===== src/rtl/crx_pkg.sv =====
package crx_pkg;
  localparam int Cr0Pe = 0;
  localparam int Cr0Mp = 1;
  localparam int Cr0Ts = 3;
  localparam int Cr0Et = 4;
  localparam int Cr0Wp = 16;
  localparam int Cr0Pg = 31;

  localparam int Cr4Pse    = 4;
  localparam int Cr4Pae    = 5;
  localparam int Cr4Pge    = 7;
  localparam int Cr4Osfxsr = 9;

  localparam int EferW   = 12;
  localparam int EferLme = 8;
  localparam int EferLma = 10;
  localparam int EferNxe = 11;

  localparam int FlagW      = 8;
  localparam int FlagPe     = 0;
  localparam int FlagAddSeg = 1;
  localparam int FlagMp     = 2;
  localparam int FlagTs     = 4;
  localparam int FlagLma    = 5;
  localparam int FlagCs64   = 6;
  localparam int FlagOsfxsr = 7;

  typedef struct packed {
    logic ld0;
    logic ld4;
    logic enterLong;
    logic exitLong;
    logic flush;
    logic ipClr;
    logic csLd;
  } crxStrobe_t;
endpackage


===== src/rtl/crx_ctrl.sv =====
module crx_ctrl
  import crx_pkg::*;
#(
  parameter int DATA_W = 32,
  parameter logic [DATA_W-1:0] INIT_CR0 = 32'h6000_0010
) (
  input  logic              clk,
  input  logic              rstN,
  input  logic              wrEn,
  input  logic              wrSel,
  input  logic [DATA_W-1:0] wrData,
  input  logic              lmeIn,
  input  logic              sseAvail,
  input  logic              csLoad,
  input  logic [DATA_W-1:0] cr0Q,
  input  logic [DATA_W-1:0] cr4Q,
  input  logic              lmaQ,
  output crxStrobe_t        stb,
  output logic [DATA_W-1:0] cr0Val,
  output logic [DATA_W-1:0] cr4Val
);
  localparam logic [DATA_W-1:0] Cr0FlushMask =
    (DATA_W'(1) << Cr0Pg) | (DATA_W'(1) << Cr0Wp) | (DATA_W'(1) << Cr0Pe);
  localparam logic [DATA_W-1:0] Cr4FlushMask =
    (DATA_W'(1) << Cr4Pge) | (DATA_W'(1) << Cr4Pae) | (DATA_W'(1) << Cr4Pse);

  logic initPending;
  logic cr0Req, cr4Req, pgRise, pgFall, blockEntry;
  logic flush0, flush4;

  always_ff @(posedge clk) begin
    if (!rstN) initPending <= 1'b1;
    else       initPending <= 1'b0;
  end

  always_comb begin
    cr0Req = initPending | (wrEn & ~wrSel);
    cr4Req = ~initPending & wrEn & wrSel;
    cr0Val = initPending ? INIT_CR0 : wrData;
    cr4Val = wrData;
    if (!sseAvail) cr4Val[Cr4Osfxsr] = 1'b0;

    pgRise     = ~cr0Q[Cr0Pg] & cr0Val[Cr0Pg];
    pgFall     = cr0Q[Cr0Pg] & ~cr0Val[Cr0Pg];
    blockEntry = pgRise & lmeIn & ~cr4Q[Cr4Pae];

    flush0 = |((cr0Val ^ cr0Q) & Cr0FlushMask);
    flush4 = |((cr4Val ^ cr4Q) & Cr4FlushMask);

    stb           = '0;
    stb.ld0       = cr0Req & ~blockEntry;
    stb.ld4       = cr4Req;
    stb.enterLong = stb.ld0 & pgRise & lmeIn;
    stb.exitLong  = stb.ld0 & pgFall & lmaQ;
    stb.ipClr     = stb.exitLong;
    stb.flush     = (stb.ld0 & flush0) | (stb.ld4 & flush4);
    stb.csLd      = csLoad;
  end


  init_once_chk: assert property (@(posedge clk) disable iff (!rstN)
    !initPending |=> !initPending);


  blocked_no_load_chk: assert property (@(posedge clk) disable iff (!rstN)
    (wrEn && !wrSel && !initPending && !cr4Q[Cr4Pae] && lmeIn && !cr0Q[Cr0Pg] && wrData[Cr0Pg])
      |-> !stb.ld0 && !stb.flush);
endmodule


===== src/rtl/crx_datapath.sv =====
module crx_datapath
  import crx_pkg::*;
#(
  parameter int DATA_W = 32
) (
  input  logic               clk,
  input  logic               rstN,
  input  crxStrobe_t         stb,
  input  logic [DATA_W-1:0]  cr0Val,
  input  logic [DATA_W-1:0]  cr4Val,
  input  logic               lmeIn,
  input  logic               nxeIn,
  input  logic               csLong,
  output logic [DATA_W-1:0]  cr0Q,
  output logic [DATA_W-1:0]  cr4Q,
  output logic               lmaQ,
  output logic [EferW-1:0]   eferOut,
  output logic [FlagW-1:0]   hidFlags,
  output logic               tlbFlush,
  output logic               ipHiClear
);
  logic lmeQ, nxeQ;
  logic fPe, fAddSeg, fLma, fCs64, fOsfx;
  logic [2:0] fFpu;

  always_ff @(posedge clk) begin
    if (!rstN) begin
      cr0Q      <= '0;
      cr4Q      <= '0;
      lmaQ      <= 1'b0;
      lmeQ      <= 1'b0;
      nxeQ      <= 1'b0;
      fPe       <= 1'b0;
      fAddSeg   <= 1'b0;
      fFpu      <= '0;
      fLma      <= 1'b0;
      fCs64     <= 1'b0;
      fOsfx     <= 1'b0;
      tlbFlush  <= 1'b0;
      ipHiClear <= 1'b0;
    end else begin
      tlbFlush  <= stb.flush;
      ipHiClear <= stb.ipClr;
      lmeQ      <= lmeIn;
      nxeQ      <= nxeIn;
      if (stb.ld0) begin
        cr0Q    <= cr0Val | (DATA_W'(1) << Cr0Et);
        fPe     <= cr0Val[Cr0Pe];
        fAddSeg <= ~cr0Val[Cr0Pe];
        fFpu    <= cr0Val[Cr0Ts:Cr0Mp];
      end
      if (stb.enterLong) begin
        lmaQ <= 1'b1;
        fLma <= 1'b1;
      end else if (stb.exitLong) begin
        lmaQ <= 1'b0;
        fLma <= 1'b0;
      end
      if (stb.exitLong)  fCs64 <= 1'b0;
      else if (stb.csLd) fCs64 <= csLong & lmaQ;
      if (stb.ld4) begin
        cr4Q  <= cr4Val;
        fOsfx <= cr4Val[Cr4Osfxsr];
      end
    end
  end

  always_comb begin
    eferOut          = '0;
    eferOut[EferLme] = lmeQ;
    eferOut[EferLma] = lmaQ;
    eferOut[EferNxe] = nxeQ;
    hidFlags                   = '0;
    hidFlags[FlagPe]           = fPe;
    hidFlags[FlagAddSeg]       = fAddSeg;
    hidFlags[FlagTs:FlagMp]    = fFpu;
    hidFlags[FlagLma]          = fLma;
    hidFlags[FlagCs64]         = fCs64;
    hidFlags[FlagOsfxsr]       = fOsfx;
  end


  et_bit_chk: assert property (@(posedge clk) disable iff (!rstN)
    stb.ld0 |=> cr0Q[Cr0Et]);


  pe_flag_chk: assert property (@(posedge clk) disable iff (!rstN)
    stb.ld0 |=> (fPe == cr0Q[Cr0Pe]) && (fAddSeg != cr0Q[Cr0Pe]));


  flush_src_chk: assert property (@(posedge clk) disable iff (!rstN)
    !(stb.ld0 || stb.ld4) |=> !tlbFlush);


  enter_long_chk: assert property (@(posedge clk) disable iff (!rstN)
    stb.enterLong |=> lmaQ && fLma && cr0Q[Cr0Pg]);


  exit_long_chk: assert property (@(posedge clk) disable iff (!rstN)
    stb.exitLong |=> !lmaQ && !fLma && !fCs64 && ipHiClear);


  osfx_flag_chk: assert property (@(posedge clk) disable iff (!rstN)
    stb.ld4 |=> fOsfx == cr4Q[Cr4Osfxsr]);


  cs64_in_long_chk: assert property (@(posedge clk) disable iff (!rstN)
    fCs64 |-> lmaQ);
endmodule


===== src/rtl/crx_mode_unit.sv =====
module crx_mode_unit
  import crx_pkg::*;
#(
  parameter int DATA_W = 32,
  parameter logic [DATA_W-1:0] INIT_CR0 = 32'h6000_0010
) (
  input  logic              clk,
  input  logic              rstN,
  input  logic              wrEn,
  input  logic              wrSel,
  input  logic [DATA_W-1:0] wrData,
  input  logic              lmeIn,
  input  logic              nxeIn,
  input  logic              sseAvail,
  input  logic              csLoad,
  input  logic              csLong,
  output logic [DATA_W-1:0] cr0Out,
  output logic [DATA_W-1:0] cr4Out,
  output logic [EferW-1:0]  eferOut,
  output logic [FlagW-1:0]  hidFlags,
  output logic              tlbFlush,
  output logic              ipHiClear
);
  crxStrobe_t        stb;
  logic [DATA_W-1:0] cr0Val, cr4Val;
  logic              lmaQ;

  crx_ctrl #(.DATA_W(DATA_W), .INIT_CR0(INIT_CR0)) uCtrl (
    .clk      (clk),
    .rstN     (rstN),
    .wrEn     (wrEn),
    .wrSel    (wrSel),
    .wrData   (wrData),
    .lmeIn    (lmeIn),
    .sseAvail (sseAvail),
    .csLoad   (csLoad),
    .cr0Q     (cr0Out),
    .cr4Q     (cr4Out),
    .lmaQ     (lmaQ),
    .stb      (stb),
    .cr0Val   (cr0Val),
    .cr4Val   (cr4Val)
  );

  crx_datapath #(.DATA_W(DATA_W)) uData (
    .clk       (clk),
    .rstN      (rstN),
    .stb       (stb),
    .cr0Val    (cr0Val),
    .cr4Val    (cr4Val),
    .lmeIn     (lmeIn),
    .nxeIn     (nxeIn),
    .csLong    (csLong),
    .cr0Q      (cr0Out),
    .cr4Q      (cr4Out),
    .lmaQ      (lmaQ),
    .eferOut   (eferOut),
    .hidFlags  (hidFlags),
    .tlbFlush  (tlbFlush),
    .ipHiClear (ipHiClear)
  );
endmodule


===== config.mk =====
export PLATFORM = sky130hd
export DESIGN_NAME = crx_mode_unit
export DESIGN_NICKNAME = d
export VERILOG_FILES = /design/src/rtl/crx_pkg.sv /design/src/rtl/crx_ctrl.sv /design/src/rtl/crx_datapath.sv /design/src/rtl/crx_mode_unit.sv
export SDC_FILE = /design/constraint.sdc
export NUM_CORES = 1
export LEC_CHECK = 0
export CAP_MARGIN = 20
export CORE_ASPECT_RATIO = 0.5
export CORE_MARGIN = 5
export CORE_UTILIZATION = 42
export CTS_CLUSTER_SIZE = 40
export DETAILED_ROUTE_END_ITERATION = 16
export HOLD_SLACK_MARGIN = 0.12
export PLACE_DENSITY_LB_ADDON = 0.15
export SYNTH_ARGS = -nofsm -noshare
export SYNTH_HDL_FRONTEND = slang
export SYNTH_SLANG_ARGS = --single-unit

===== constraint.sdc =====
create_clock -name clk -period 1.9 [get_ports clk]
set_input_delay 0.38 -clock clk [delete_from_list [all_inputs] [get_ports clk]]
set_output_delay 0.38 -clock clk [all_outputs]
set_load 0.05 [all_outputs]

# After elaboration in Yosys (flattened, before gate mapping)

Cells that the tools add are included.
W data, S select, Z words.

Logic and storage cells: 49
Bits in registers: 77
Input port bits: 41
Output and inout port bits: 86

Reduce and logical (&&, ||, !) cells: 4
Multiplexer cells: 5
Bitwise logic cells: 27

Operators with widths:

| kind               | count |
|---|---|
| $mux W32           | 1 |
| $xor A32 B32 Y32   | 1 |
| $and A1 B1 Y1      | 15 |
| $not A1 Y1         | 8 |
| $xor A8 B8 Y8      | 1 |
| $reduce_or A3 Y1   | 2 |
| $mux W1            | 4 |
| $or A1 B1 Y1       | 2 |
| $reduce_bool A2 Y1 | 1 |
| $reduce_or A2 Y1   | 1 |

# Logic depth before layout (Yosys ltp)

Depth after elaboration: 10
Mapped depth: 12
Depth with buffers taken out: 8

# Modules after synthesis

A second synthesis with hierarchy kept.

Cells, all modules: 343
Area total of the unflattened synthesis: 3515.9 um2

By module, submodules not included:

| module       | times used | cells an instance | area each (um2) | seq. area each (um2) |
|---|---|---|---|---|
| crx_datapath | 1          | 248               | 2849.0          | 1421.4 |
| crx_ctrl     | 1          | 95                | 666.9           | 20.0 |

# Worst setup path before layout

Ideal clock, no wire load.

Path type: reg-to-reg
Start point: register uCtrl.initPending
End point: register uData.tlbFlush
Setup time: 127 ps
Arrival time: 1631 ps
Cell stages (with the launch flop): 13
Required time: 1773 ps
Buffers on the path: 4
Setup slack: 142 ps
Period minus slack after synthesis: 1758 ps
Path through: dfxtp_1 buf_2 inv_2 buf_2 nand2_1 inv_1 ha_1 nand2_1 o22a_2 buf_6 buf_6 a31oi_1 nor2_1

Word-level cells in the longest chain between the ends: 8
Elaborated cells on any way between the ends: 15
Classes of those cells: mux (1); bitwise (13); reduce/logical (1)

Ends and longest elaborated chain:

| element                     | RTL line            | source |
|---|---|---|
| start, declared             | crx_ctrl.sv:27      | `logic initPending;` |
| start signal, assigned      | crx_ctrl.sv:32      | `if (!rstN) initPending <= 1'b1;` |
| start signal, assigned      | crx_ctrl.sv:33      | `else initPending <= 1'b0;` |
| $mux W32 *                  | crx_ctrl.sv:39      | `cr0Val = initPending ? INIT_CR0 : wrData;` |
| via cr0Val[31]              | crx_mode_unit.sv:25 | `logic [DATA_W-1:0] cr0Val, cr4Val;` |
| $and A1 B1 Y1               | crx_ctrl.sv:43      | `pgRise = ~cr0Q[Cr0Pg] & cr0Val[Cr0Pg];` |
| $and A1 B1 Y1 (2 in series) | crx_ctrl.sv:45      | `blockEntry = pgRise & lmeIn & ~cr4Q[Cr4Pae];` |
| $not A1 Y1                  | crx_ctrl.sv:51      | `stb.ld0 = cr0Req & ~blockEntry;` |
| $and A1 B1 Y1               | crx_ctrl.sv:51      |  |
| $and A1 B1 Y1 *             | crx_ctrl.sv:56      | `stb.flush = (stb.ld0 & flush0) \| (stb.ld4 & flush4);` |
| $or A1 B1 Y1 *              | crx_ctrl.sv:56      |  |
| end signal, assigned        | crx_datapath.sv:42  | `tlbFlush <= stb.flush;` |
| end, declared               | crx_datapath.sv:19  | `output logic tlbFlush,` |

The timed path passes the listed nets; every way through them passes the cells marked *.
A chain may end at the register's enable or synchronous reset.

# Final worst setup path

Start point: register uData.cr0Q[4]
End point: output port cr0Out[4]

RTL lines:

| element                | RTL line            | source |
|---|---|---|
| start, declared        | crx_datapath.sv:14  | `output logic [DATA_W-1:0] cr0Q,` |
| start signal, assigned | crx_datapath.sv:47  | `cr0Q <= cr0Val \| (DATA_W'(1) << Cr0Et);` |
| end, declared          | crx_mode_unit.sv:17 | `output logic [DATA_W-1:0] cr0Out,` |

No word-level cell between the ends.

==> impl_metrics.env <==
export IMPL_area_delta_synth_final_pct=54.0
export IMPL_track_usage=0.186
export IMPL_drcViolationCount=0
export IMPL_vias_per_cell=4.88
export IMPL_synth_main_ff_cell="dfxtp_1"
export IMPL_grt_pass1_wl_um=12300
export IMPL_clock_path_buffers=2
export IMPL_slowest_stage="clkdlybuf4s50_1"
export IMPL_critPathMaxFanout=2
export IMPL_postCtsSetupRepairBufs=0
export IMPL_min_period_over_period=0.978
export IMPL_place_area_um2=4010
export IMPL_worstMarginPinSlew_ns=0.538
export IMPL_netlist_instances=350
export IMPL_synth_cell_types=31
export IMPL_nFillCells=558
export IMPL_slew_viol_final=0
export IMPL_crit_chain="clkdlybuf4s50_1"
export IMPL_cp_num_buf_inv=1
export IMPL_clock_sinks=72
export IMPL_first_iter_violations=147
export IMPL_criticalPathCategory="flip-flop to output pin"
export IMPL_grt_pass1_vias=2574
export IMPL_hold_buffers=0
export IMPL_synth_edff_count=0
export IMPL_mostFrequentLayoutCells="nand2_1 (96), clkdlybuf4s50_1 (73), dfxtp_1 (72)"
export IMPL_ant_nets=0
export IMPL_wire_per_inst_um=14.7
export IMPL_hold_viol=0
export IMPL_slew_headroom=0.641
export IMPL_path_depth=1
export IMPL_reg2reg_depth=9
export IMPL_p_leak_uw=0.00211
export IMPL_via_count=2694
export IMPL_crit_arrival_ns=1.48
export IMPL_die_x_um=126
export IMPL_fp_dieArea_um2=8630
export IMPL_htreeDepth=3
export IMPL_max_freq_ghz=0.538
export IMPL_dr_wl_met3_um=662
export IMPL_rsz0062_at_grt="false"
export IMPL_hold_worst_slack_ns=0.453
export IMPL_wl_um=8110
export IMPL_status="completed"
export IMPL_critPathMaxStageDelay_ns=0.81
export IMPL_overflow=0
export IMPL_core_um2=6650
export IMPL_crit_required_ns=1.52
export IMPL_root_buffer="clkbuf_16"
export IMPL_wl_met1_um=3570
export IMPL_clk_pin_slew_worst_paths_ns=0.05
export IMPL_cts_buffers=9
export IMPL_insertion_delay_ns=0.33
export IMPL_syn_cell_area_um2=2850
export IMPL_first_pass_iters=4
export IMPL_rows=21
export IMPL_mostFrequentLayoutCell="nand2_1"
export IMPL_grt_max_degree=33
export IMPL_ir_drop_v=0.000486
export IMPL_period_minus_slack_ns=1.86
export IMPL_num_nets_final=498
export IMPL_design_area_um2=4390
export IMPL_yosys_warnings=0
export IMPL_start_util=0.428
export IMPL_p_per_area_nw_per_um2=925
export IMPL_synth_top_area_share=0.506
export IMPL_cts_tree="yes"
export IMPL_antenna_found_initial=0
export IMPL_drive_above_1_share=0.107
export IMPL_synthTopCellsByArea="dfxtp_1 (51%), nand2_1 (13%), a21oi_1 (11%)"
export IMPL_fin_skew_ns=0.00808
export IMPL_port_buffers=117
export IMPL_finalSetupViolCount=0
export IMPL_final_util=0.660
export IMPL_pin_count=127
export IMPL_wl_met2_um=3800
export IMPL_max_cap_viol_count=0
export IMPL_synth_largest_area_cell="dfxtp_1"
export IMPL_insertedDiodeCount=0
export IMPL_power_uw=4060
export IMPL_worst_setup_path_end_kind="output pin"
export IMPL_start_kind="flip-flop"
export IMPL_holdPathStages=2
export IMPL_yosys_register_bits=72
export IMPL_die_h_um=68.2
export IMPL_routed_top_layer="met4"
export IMPL_avgSynthCellArea_um2=8.14
export IMPL_dp_hpwl_um=5830
export IMPL_path_delay_family="buffers and inverters"
export IMPL_hold_path_class="flip-flop to flip-flop"
export IMPL_gp_congestion=0.755
export IMPL_async_flop_share=0
export IMPL_yosysSeqAreaShare=0.506
Yosys cell counts (2+ instances only):
library cell,instances
dfxtp_1,72
and2_1,2
nor2_1,7
xnor2_1,4
inv_1,2
nor3_1,5
a21oi_1,62
nor2b_1,4
ha_1,2
nand3_1,29
buf_2,14
nand2_1,96
inv_2,2
buf_6,3
buf_4,24
clkbuf_1,5
a31oi_1,3
cells by family after synthesis:
logic type	after synthesis	share of synthesized area
xor+xnor	4	0.0123
compound gates	72	0.136
fa+ha+maj	2	0.00879
other cells	1	0.00132
buf+inv	51	0.113
flops	72	0.506
simple gates	148	0.222
registers in the layout (all words and copies together) (netlist names):
signal,cells
uData.fLma,1
uData.ipHiClear,1
uData.lmeQ,1
uData.fCs64,1
uData.cr0Q,32
uData.nxeQ,1
uData.cr4Q,32
uData.fAddSeg,1
uData.tlbFlush,1
uCtrl.initPending,1
cell type report:
class                      instances  area (um^2)  share of cell area
inverter                           4         15.0             0.00342
clock inverter                     5         55.1              0.0125
clock buffer                      11          253              0.0576
tap                               92          115              0.0262
multi-input combinational        235         1110               0.254
timing repair buffer             133         1390               0.317
sequential                        72         1440               0.329
worst paths after layout:
| path | endpoint | slack [ns] | from |
|---|---|---|---|
| worst max register to register | uData.cr0Q[3] | 0.32 | uCtrl.initPending |
| worst max-delay path | cr0Out[4] | 0.04 | uData.cr0Q[4] |
| worst min-delay path | uData.cr4Q[18] | 0.45 | uData.cr4Q[18] |
| worst min register to register | uData.cr4Q[18] | 0.45 | uData.cr4Q[18] |
metrics by stage:
stage,TNS (ns),instances,worst slack [ns]
after floorplan,0,358,0.142
after global placement,-1.37,536,-0.0736
after detailed placement,-2.93,536,-0.134
after CTS,0,552,0.00441
after global routing,0,552,0.00170
final,0,552,0.0418
what timing repair did:
action | 4_1_cts | 5_1_grt
hold endpoints to repair | 0 | 0
pin swaps | 0 | 0
gates resized for setup | 3 | 29
endpoints found under the setup margin | 3 | 29
metal layers:
layer  vias up  track usage
met5         -            0
met4         0       0.0535
met3         8       0.0959
met2       100        0.301
met1      1251        0.221
li1       1335            -
report_power, final:
group	switching [uW]	internal [uW]
combinational	480	272
sequential	39.4	1580
clock	608	1080
Note: power is estimated with default switching activity, not from simulation.
